### src/rtl/gpio_ctl_pkg.sv
package gpio_ctl_pkg;
  localparam int BANK_W = 32;
  localparam logic [1:0] OFS_LEVEL  = 2'd0;
  localparam logic [1:0] OFS_CLR    = 2'd1;
  localparam logic [1:0] OFS_DIRCLR = 2'd2;

  typedef enum logic [1:0] {
    OP_NONE,
    OP_SET,
    OP_CLR,
    OP_DIRCLR
  } bank_op_e;
endpackage

### src/rtl/gpio_sync.sv
module gpio_sync #(
  parameter int WIDTH = 32
) (
  input  logic             clk,
  input  logic [WIDTH-1:0] d,
  output logic [WIDTH-1:0] q
);
  logic [WIDTH-1:0] stage1;

  // Free-running through reset so the capture sees real levels at release.
  always_ff @(posedge clk) begin
    stage1 <= d;
    q      <= stage1;
  end
endmodule

### src/rtl/gpio_bank.sv
module gpio_bank
  import gpio_ctl_pkg::*;
(
  input  logic              clk,
  input  logic              rst_n,
  input  logic              armed,
  input  bank_op_e          op,
  input  logic [BANK_W-1:0] wdata,
  input  logic [BANK_W-1:0] lvl,
  output logic [BANK_W-1:0] out_q,
  output logic [BANK_W-1:0] oe_q,
  output logic [BANK_W-1:0] irq
);
  logic [BANK_W-1:0] lvl_prev;

  always_ff @(posedge clk or negedge rst_n) begin
    if (!rst_n) begin
      out_q <= '0;
      oe_q  <= '0;
    end else begin
      unique case (op)
        OP_SET: begin
          out_q <= out_q | wdata;
          oe_q  <= oe_q | wdata;
        end
        OP_CLR: begin
          out_q <= out_q & ~wdata;
          oe_q  <= oe_q | wdata;
        end
        OP_DIRCLR: oe_q <= oe_q & ~wdata;
        default: ;
      endcase
    end
  end

  always_ff @(posedge clk) lvl_prev <= lvl;

  assign irq = {BANK_W{armed}} & (lvl ^ lvl_prev) & ~oe_q;

  AST_SET_DRIVES_HIGH: assert property (@(posedge clk) disable iff (!rst_n)
    op == OP_SET |=> ((out_q & $past(wdata)) == $past(wdata)));
  AST_CLR_DRIVES_LOW: assert property (@(posedge clk) disable iff (!rst_n)
    op == OP_CLR |=> ((out_q & $past(wdata)) == '0));
  AST_WRITE_ENABLES_OUTPUT: assert property (@(posedge clk) disable iff (!rst_n)
    (op == OP_SET || op == OP_CLR) |=> ((oe_q & $past(wdata)) == $past(wdata)));
  AST_IDLE_HOLDS: assert property (@(posedge clk) disable iff (!rst_n)
    op == OP_NONE |=> ($stable(out_q) && $stable(oe_q)));
  AST_DIRCLR_INPUT: assert property (@(posedge clk) disable iff (!rst_n)
    op == OP_DIRCLR |=> (((oe_q & $past(wdata)) == '0) && $stable(out_q)));
endmodule

### src/rtl/gpio_bank_ctrl.sv
module gpio_bank_ctrl
  import gpio_ctl_pkg::*;
#(
  parameter int NUM_PINS = 128,
  parameter int ADDR_W   = 9
) (
  input  logic                clk,
  input  logic                rst_n,
  input  logic [ADDR_W-1:0]   bus_addr,
  input  logic                bus_wr_en,
  input  logic [BANK_W-1:0]   bus_wdata,
  output logic [BANK_W-1:0]   bus_rdata,
  input  logic [NUM_PINS-1:0] pin_in,
  output logic [NUM_PINS-1:0] pin_out,
  output logic [NUM_PINS-1:0] pin_oe,
  output logic [NUM_PINS-1:0] pin_irq
);
  localparam int NUM_BANKS = NUM_PINS / BANK_W;
  localparam int CAP_WORDS = (NUM_BANKS < 2) ? NUM_BANKS : 2;
  localparam int CAP_BITS  = CAP_WORDS * BANK_W;

  initial begin
    if (NUM_PINS % BANK_W != 0 || NUM_PINS < BANK_W || NUM_PINS > 128)
      $error("NUM_PINS must be a multiple of 32 between 32 and 128");
  end

  logic [NUM_PINS-1:0] lvl_sync;
  logic                armed;
  logic [CAP_BITS-1:0] cap_q;

  logic                    aligned, in_bank_space, in_cap_space;
  logic [ADDR_W-6:0]       bank_field;
  logic [1:0]              reg_ofs;

  assign aligned       = (bus_addr[1:0] == 2'b00);
  assign in_bank_space = aligned && !bus_addr[ADDR_W-1];
  assign in_cap_space  = aligned && bus_addr[ADDR_W-1] && (bus_addr[ADDR_W-2:3] == '0);
  assign bank_field    = bus_addr[ADDR_W-2:4];
  assign reg_ofs       = bus_addr[3:2];

  gpio_sync #(.WIDTH(NUM_PINS)) u_sync (
    .clk (clk),
    .d   (pin_in),
    .q   (lvl_sync)
  );

  always_ff @(posedge clk or negedge rst_n) begin
    if (!rst_n) begin
      armed <= 1'b0;
      cap_q <= '0;
    end else if (!armed) begin
      armed <= 1'b1;
      cap_q <= lvl_sync[CAP_BITS-1:0];
    end
  end

  for (genvar b = 0; b < NUM_BANKS; b++) begin : g_bank
    bank_op_e op;

    always_comb begin
      op = OP_NONE;
      if (bus_wr_en && in_bank_space && (int'(bank_field) == b)) begin
        unique case (reg_ofs)
          OFS_LEVEL:  op = OP_SET;
          OFS_CLR:    op = OP_CLR;
          OFS_DIRCLR: op = OP_DIRCLR;
          default:    op = OP_NONE;
        endcase
      end
    end

    gpio_bank u_bank (
      .clk   (clk),
      .rst_n (rst_n),
      .armed (armed),
      .op    (op),
      .wdata (bus_wdata),
      .lvl   (lvl_sync[b*BANK_W +: BANK_W]),
      .out_q (pin_out[b*BANK_W +: BANK_W]),
      .oe_q  (pin_oe[b*BANK_W +: BANK_W]),
      .irq   (pin_irq[b*BANK_W +: BANK_W])
    );
  end

  always_comb begin
    bus_rdata = '0;
    if (in_bank_space && reg_ofs == OFS_LEVEL) begin
      for (int b = 0; b < NUM_BANKS; b++)
        if (int'(bank_field) == b) bus_rdata = lvl_sync[b*BANK_W +: BANK_W];
    end else if (in_cap_space) begin
      for (int w = 0; w < CAP_WORDS; w++)
        if (int'(bus_addr[2]) == w) bus_rdata = cap_q[w*BANK_W +: BANK_W];
    end
  end

  AST_CAP_HELD: assert property (@(posedge clk) disable iff (!rst_n)
    armed |=> $stable(cap_q));
  AST_RESET_QUIET: assert property (@(posedge clk) disable iff (!rst_n)
    !armed |-> (pin_oe == '0 && pin_out == '0 && pin_irq == '0));
endmodule

### config.mk
export PLATFORM = sky130hd
export DESIGN_NAME = gpio_bank_ctrl
export DESIGN_NICKNAME = d
export VERILOG_FILES = /design/src/rtl/gpio_ctl_pkg.sv /design/src/rtl/gpio_sync.sv /design/src/rtl/gpio_bank.sv /design/src/rtl/gpio_bank_ctrl.sv
export SDC_FILE = /design/constraint.sdc
export NUM_CORES = 1
export LEC_CHECK = 0
export ABC_AREA = 1
export ABC_CLOCK_PERIOD_IN_PS = 2740
export BUFFER_PORTS_ARGS = -buffer_cell sky130_fd_sc_hd__buf_2
export CAP_MARGIN = 20
export CORE_ASPECT_RATIO = 0.75
export CORE_UTILIZATION = 30
export CTS_CLUSTER_DIAMETER = 40
export DETAILED_ROUTE_END_ITERATION = 10
export MAX_ROUTING_LAYER = met4
export PLACE_DENSITY = 0.57
export REMOVE_ABC_BUFFERS = 1
export SYNTH_ARGS = -nofsm -noshare
export SYNTH_HDL_FRONTEND = slang
export SYNTH_SLANG_ARGS = --single-unit
export TNS_END_PERCENT = 50
### constraint.sdc
create_clock -name clk -period 2.74 [get_ports clk]
set_input_delay 0.274 -clock clk [delete_from_list [all_inputs] [get_ports clk]]
set_output_delay 0.274 -clock clk [all_outputs]
set_load 0.1 [all_outputs]
==> impl_table.tex <==
\begin{tabular}{lr}
\hline
Metric & Value \\
\hline
\multicolumn{2}{l}{\textbf{Run status}} \\
\quad Result of the run & finished, final reports clean \\
\multicolumn{2}{l}{\textbf{Worst setup path}} \\
\quad WS Path Type & flop to output pin \\
\quad Worst flop-to-flop path startpoint & armed\$\_DFF\_PN0\_ \\
\quad Required @ worst endpoint & $\sim$2500 ps \\
\quad Kind of start point of the critical path & flop \\
\quad CP arrival & 2390 ps \\
\quad Crit-path slowest cell & dfrtp\_4 \\
\quad Worst path cell trace & buf\_12 > o21ai\_0 > a211oi\_1 > buf\_2 \\
\quad Largest fanout on the critical path & 47 \\
\quad Worst stage delay on the critical path & around 570 ps \\
\quad Setup crit start & armed\$\_DFF\_PN0\_ \\
\quad Critical Path Sink Type & output pin \\
\multicolumn{2}{l}{\textbf{STA}} \\
\quad Peak clock frequency supported by timing & 375 MHz \\
\quad Final Hold Violating Endpoints & 0 \\
\quad Fraction of the cycle the final worst path needs & a little over nine tenths \\
\quad RSZ-0062 raised after global routing & true \\
\quad Layout Skew & 28.5 ps \\
\quad Final setup violating endpoints & 0 \\
\quad Final min period & about 2700 ps \\
\quad Worst hold slack across all endpoints & $\sim$57 ps \\
\quad Tightest slew margin relative to the limit & between 50\% and 60\% \\
\quad Count of pins over their slew limit & 0 \\
\quad Worst slew pin tran & approximately 690 ps \\
\quad Setup slack after layout & approximately 73 ps \\
\multicolumn{2}{l}{\textbf{Routing}} \\
\quad Remaining number of nets flagged by the antenna check after routing & 0 \\
\quad First DRT Iteration DRCs & 1623 \\
\quad Initial DRT Pass Iterations & 5 \\
\quad Final routed wire length divided by cell count & 21.7 um \\
\quad \# DRC & 0 \\
\quad Routed via count divided by cell count & about 5.0 \\
\quad Vias after detailed routing & $\sim$20000 \\
\quad Final routed wirelength across all metal layers & $\sim$87000 um \\
\multicolumn{2}{l}{\textbf{Clocking}} \\
\quad Cell chosen for the clock root & clkbuf\_16 \\
\quad CTS tree & yes \\
\quad CTS max path bufs & 3 \\
\quad Clock latency on the worst-skew pair & approximately 630 ps \\
\quad Number of clock sinks & just over 700 \\
\quad Clock edge transition at the registers on the reported setup and hold paths & about 60 ps \\
\quad Cts bufs inserted & 88 \\
\quad CTS H-Tree Depth & 3 \\
\multicolumn{2}{l}{\textbf{Flow run}} \\
\quad Max Cap Violations & 0 \\
\multicolumn{2}{l}{\textbf{Floorplanning}} \\
\quad Die width & between 300 and 400 um \\
\quad Die Outline Area & 80400 um2 \\
\quad Die Span Y & 246 um \\
\quad Core region area & a little under 80000 um2 \\
\quad Initial cell density of the core & a little under a third \\
\quad Number of top-level pins & 588 \\
\quad Row cnt & 89 \\
\multicolumn{2}{l}{\textbf{Synthesis}} \\
\quad Mapped cell area & between 20000 and 25000 um2 \\
\quad Sequential cell area fraction in the yosys report & between 60\% and 70\% \\
\quad FFs w/ async S/R, synth & roughly 46\% \\
\quad Cells after Synth & $\sim$2200 \\
\quad Predominant post-synthesis flop cell & dfxtp\_1 \\
\quad Average cell area after synthesis & approximately 11 um2 \\
\quad Leading post-synthesis cells by cell area & dfrtp\_1 (34\%), dfxtp\_1 (32\%), a31oi\_1 (6.7\%) \\
\quad Count of state elements after synthesis & around 700 \\
\quad Synth unique cells & 24 \\
\quad List of most frequent post-synthesis cells & dfxtp\_1 (384), dfrtp\_1 (321), a21oi\_1 (288) \\
\quad Share of Yosys cell area claimed by the top area cell type & approximately 34\% \\
\quad Leading area contributor after synthesis & dfrtp\_1 \\
\quad Most instantiated library cell after synthesis & dfxtp\_1 \\
\quad Yosys warns & 0 \\
\quad Number of enable-type register cells in the synthesized netlist & 0 \\
\multicolumn{2}{l}{\textbf{Placement}} \\
\quad Post-place setup slack & 276 ps \\
\quad Gpl congestion & between 0.7 and 0.8 \\
\quad HPWL after DPL & around 58000 um \\
\quad Placed Instances & between 3000 and 4000 \\
\quad Number of port buffers & just under 600 \\
\quad Area after DPL & 28800 um2 \\
\multicolumn{2}{l}{\textbf{Global route}} \\
\quad Number of antenna violations at the first check in global routing & 4 \\
\quad Via count of the first global-routing pass & between 15000 and 20000 \\
\quad Pin count of the biggest net entering global routing & 70 \\
\quad Remaining global-route overflow & 0 \\
\quad Wire length of the first global-routing pass & 126000 um \\
\quad Total routing resource utilization after global routing & $\sim$22\% \\
\multicolumn{2}{l}{\textbf{Finish}} \\
\quad Ratio of cells with drive above 1 in the final layout & 29.9\% \\
\quad Layout Cell Area excl Fill & between 30000 and 40000 um2 \\
\quad Synthesis-to-finish area growth & 41.5\% \\
\quad Number of nets in the final layout & around 3000 \\
\quad Number of cells in the finished layout apart from fillers & around 4000 \\
\multicolumn{2}{l}{\textbf{Hold path}} \\
\quad Hold Startpoint & bus\_wdata[8] \\
\quad Worst hold-check path type & input port to flop \\
\multicolumn{2}{l}{\textbf{Power and ir drop}} \\
\quad Leakage power & 15.5 nW \\
\quad Power density over cell area & slightly below 900 nW/um2 \\
\quad Maximum vdd drop & around 0.00063 V \\
\hline
\end{tabular}
worst paths after layout:
kind,to,slack [ps],cells after the start
setup / recovery,pin_irq[26],70,4
hold / removal,flop,60,2
setup reg to reg,cap_q[20]$_DFFE_PN0N_,1220,3
hold reg to reg,u_sync.q[74]$_DFF_P_,320,0
max in group asynchronous,cap_q[37]$_DFFE_PN0N_,1630,3
min in group asynchronous,asynchronous set/reset pin,260,2
cells by family (layout without fill, tap and decap cells):
family / after synthesis / after routing / synth area share [%]
compound gates: 834 / 834 / 20.2
xor+xnor: 1 / 1 / 0.0368
fa+ha+maj: 14 / 14 / 0.736
buf+inv: 241 / 1002 / 4.06
flops: 705 / 705 / 66.1
mux: 46 / 46 / 2.18
other cells: 1 / 4 / 0.0158
simple gates: 364 / 364 / 6.65
area by class of cell:
class                      count  area [um2]
tap                         1046        1310
clock inverter                45         598
clock buffer                 121        2640
antenna                        3        7.51
timing repair buffer         798        6020
sequential                   705       15700
inverter                      38         145
fill                        7549       44900
multi-input combinational   1260        7210
power breakdown:
group          leakage, nW  switching (mW)  internal (mW)  total (mW)
clock network         1.58            4.78           7.65        12.4
registers             7.49           0.529           11.1        11.6
logic                 6.42            4.83           1.08        5.91
timing repair:
| item | CTS | global route |
|---|---|---|
| buffers inserted | 1 | 4 |
| hold endpoints to repair | 191 | 0 |
| resized for setup | 38 | 31 |
| hold buffers | 139 | 0 |
| setup endpoints to repair | 91 | 44 |
layout by cell type, fill, tap and decap left out, drive strengths merged:
cell / Yosys / final
xnor2: 1 / 1
dfrtp: 321 / 321
clkbuf: 137 / 136
nand2: 143 / 143
mux2: 46 / 46
nand3: 143 / 143
inv: 38 / 53
diode: 0 / 3
clkinv: 0 / 17
ha: 14 / 14
nor3b: 1 / 1
bufinv: 0 / 8
a211oi: 127 / 127
a31oi: 256 / 256
dfxtp: 384 / 384
clkinvlp: 0 / 5
o21ai: 163 / 163
dlygate4sd3: 0 / 139
conb: 1 / 1
a21oi: 288 / 288
nor2: 77 / 77
buf: 66 / 644
through the flow:
step                      utilization, %  TNS, ps  total power [mW]
after CTS                           42.7    -8.80              30.1
after floorplan                        -  -973810              16.3
after global routing                42.9    -33.1              30.9
after global placement              36.7        0              17.5
after detailed placement            36.7        0              17.5
final                               42.9        0              29.9
critical path: cells and delay by family (launching register included):
family / cells / cell delay, ps
compound gates: 2 / 400
buf+inv: 2 / 740
flops: 1 / 570
routing by layer:
metal  GRT usage (%)  vias to the layer above  wire (um)
met5               -                        -          0
met4            6.03                        0       1900
met3            4.21                      135       6790
met2            32.0                      891      38900
met1            30.1                     9857      39500
li1                -                     9392          -
No activity file was read; power rests on OpenSTA's default activity.
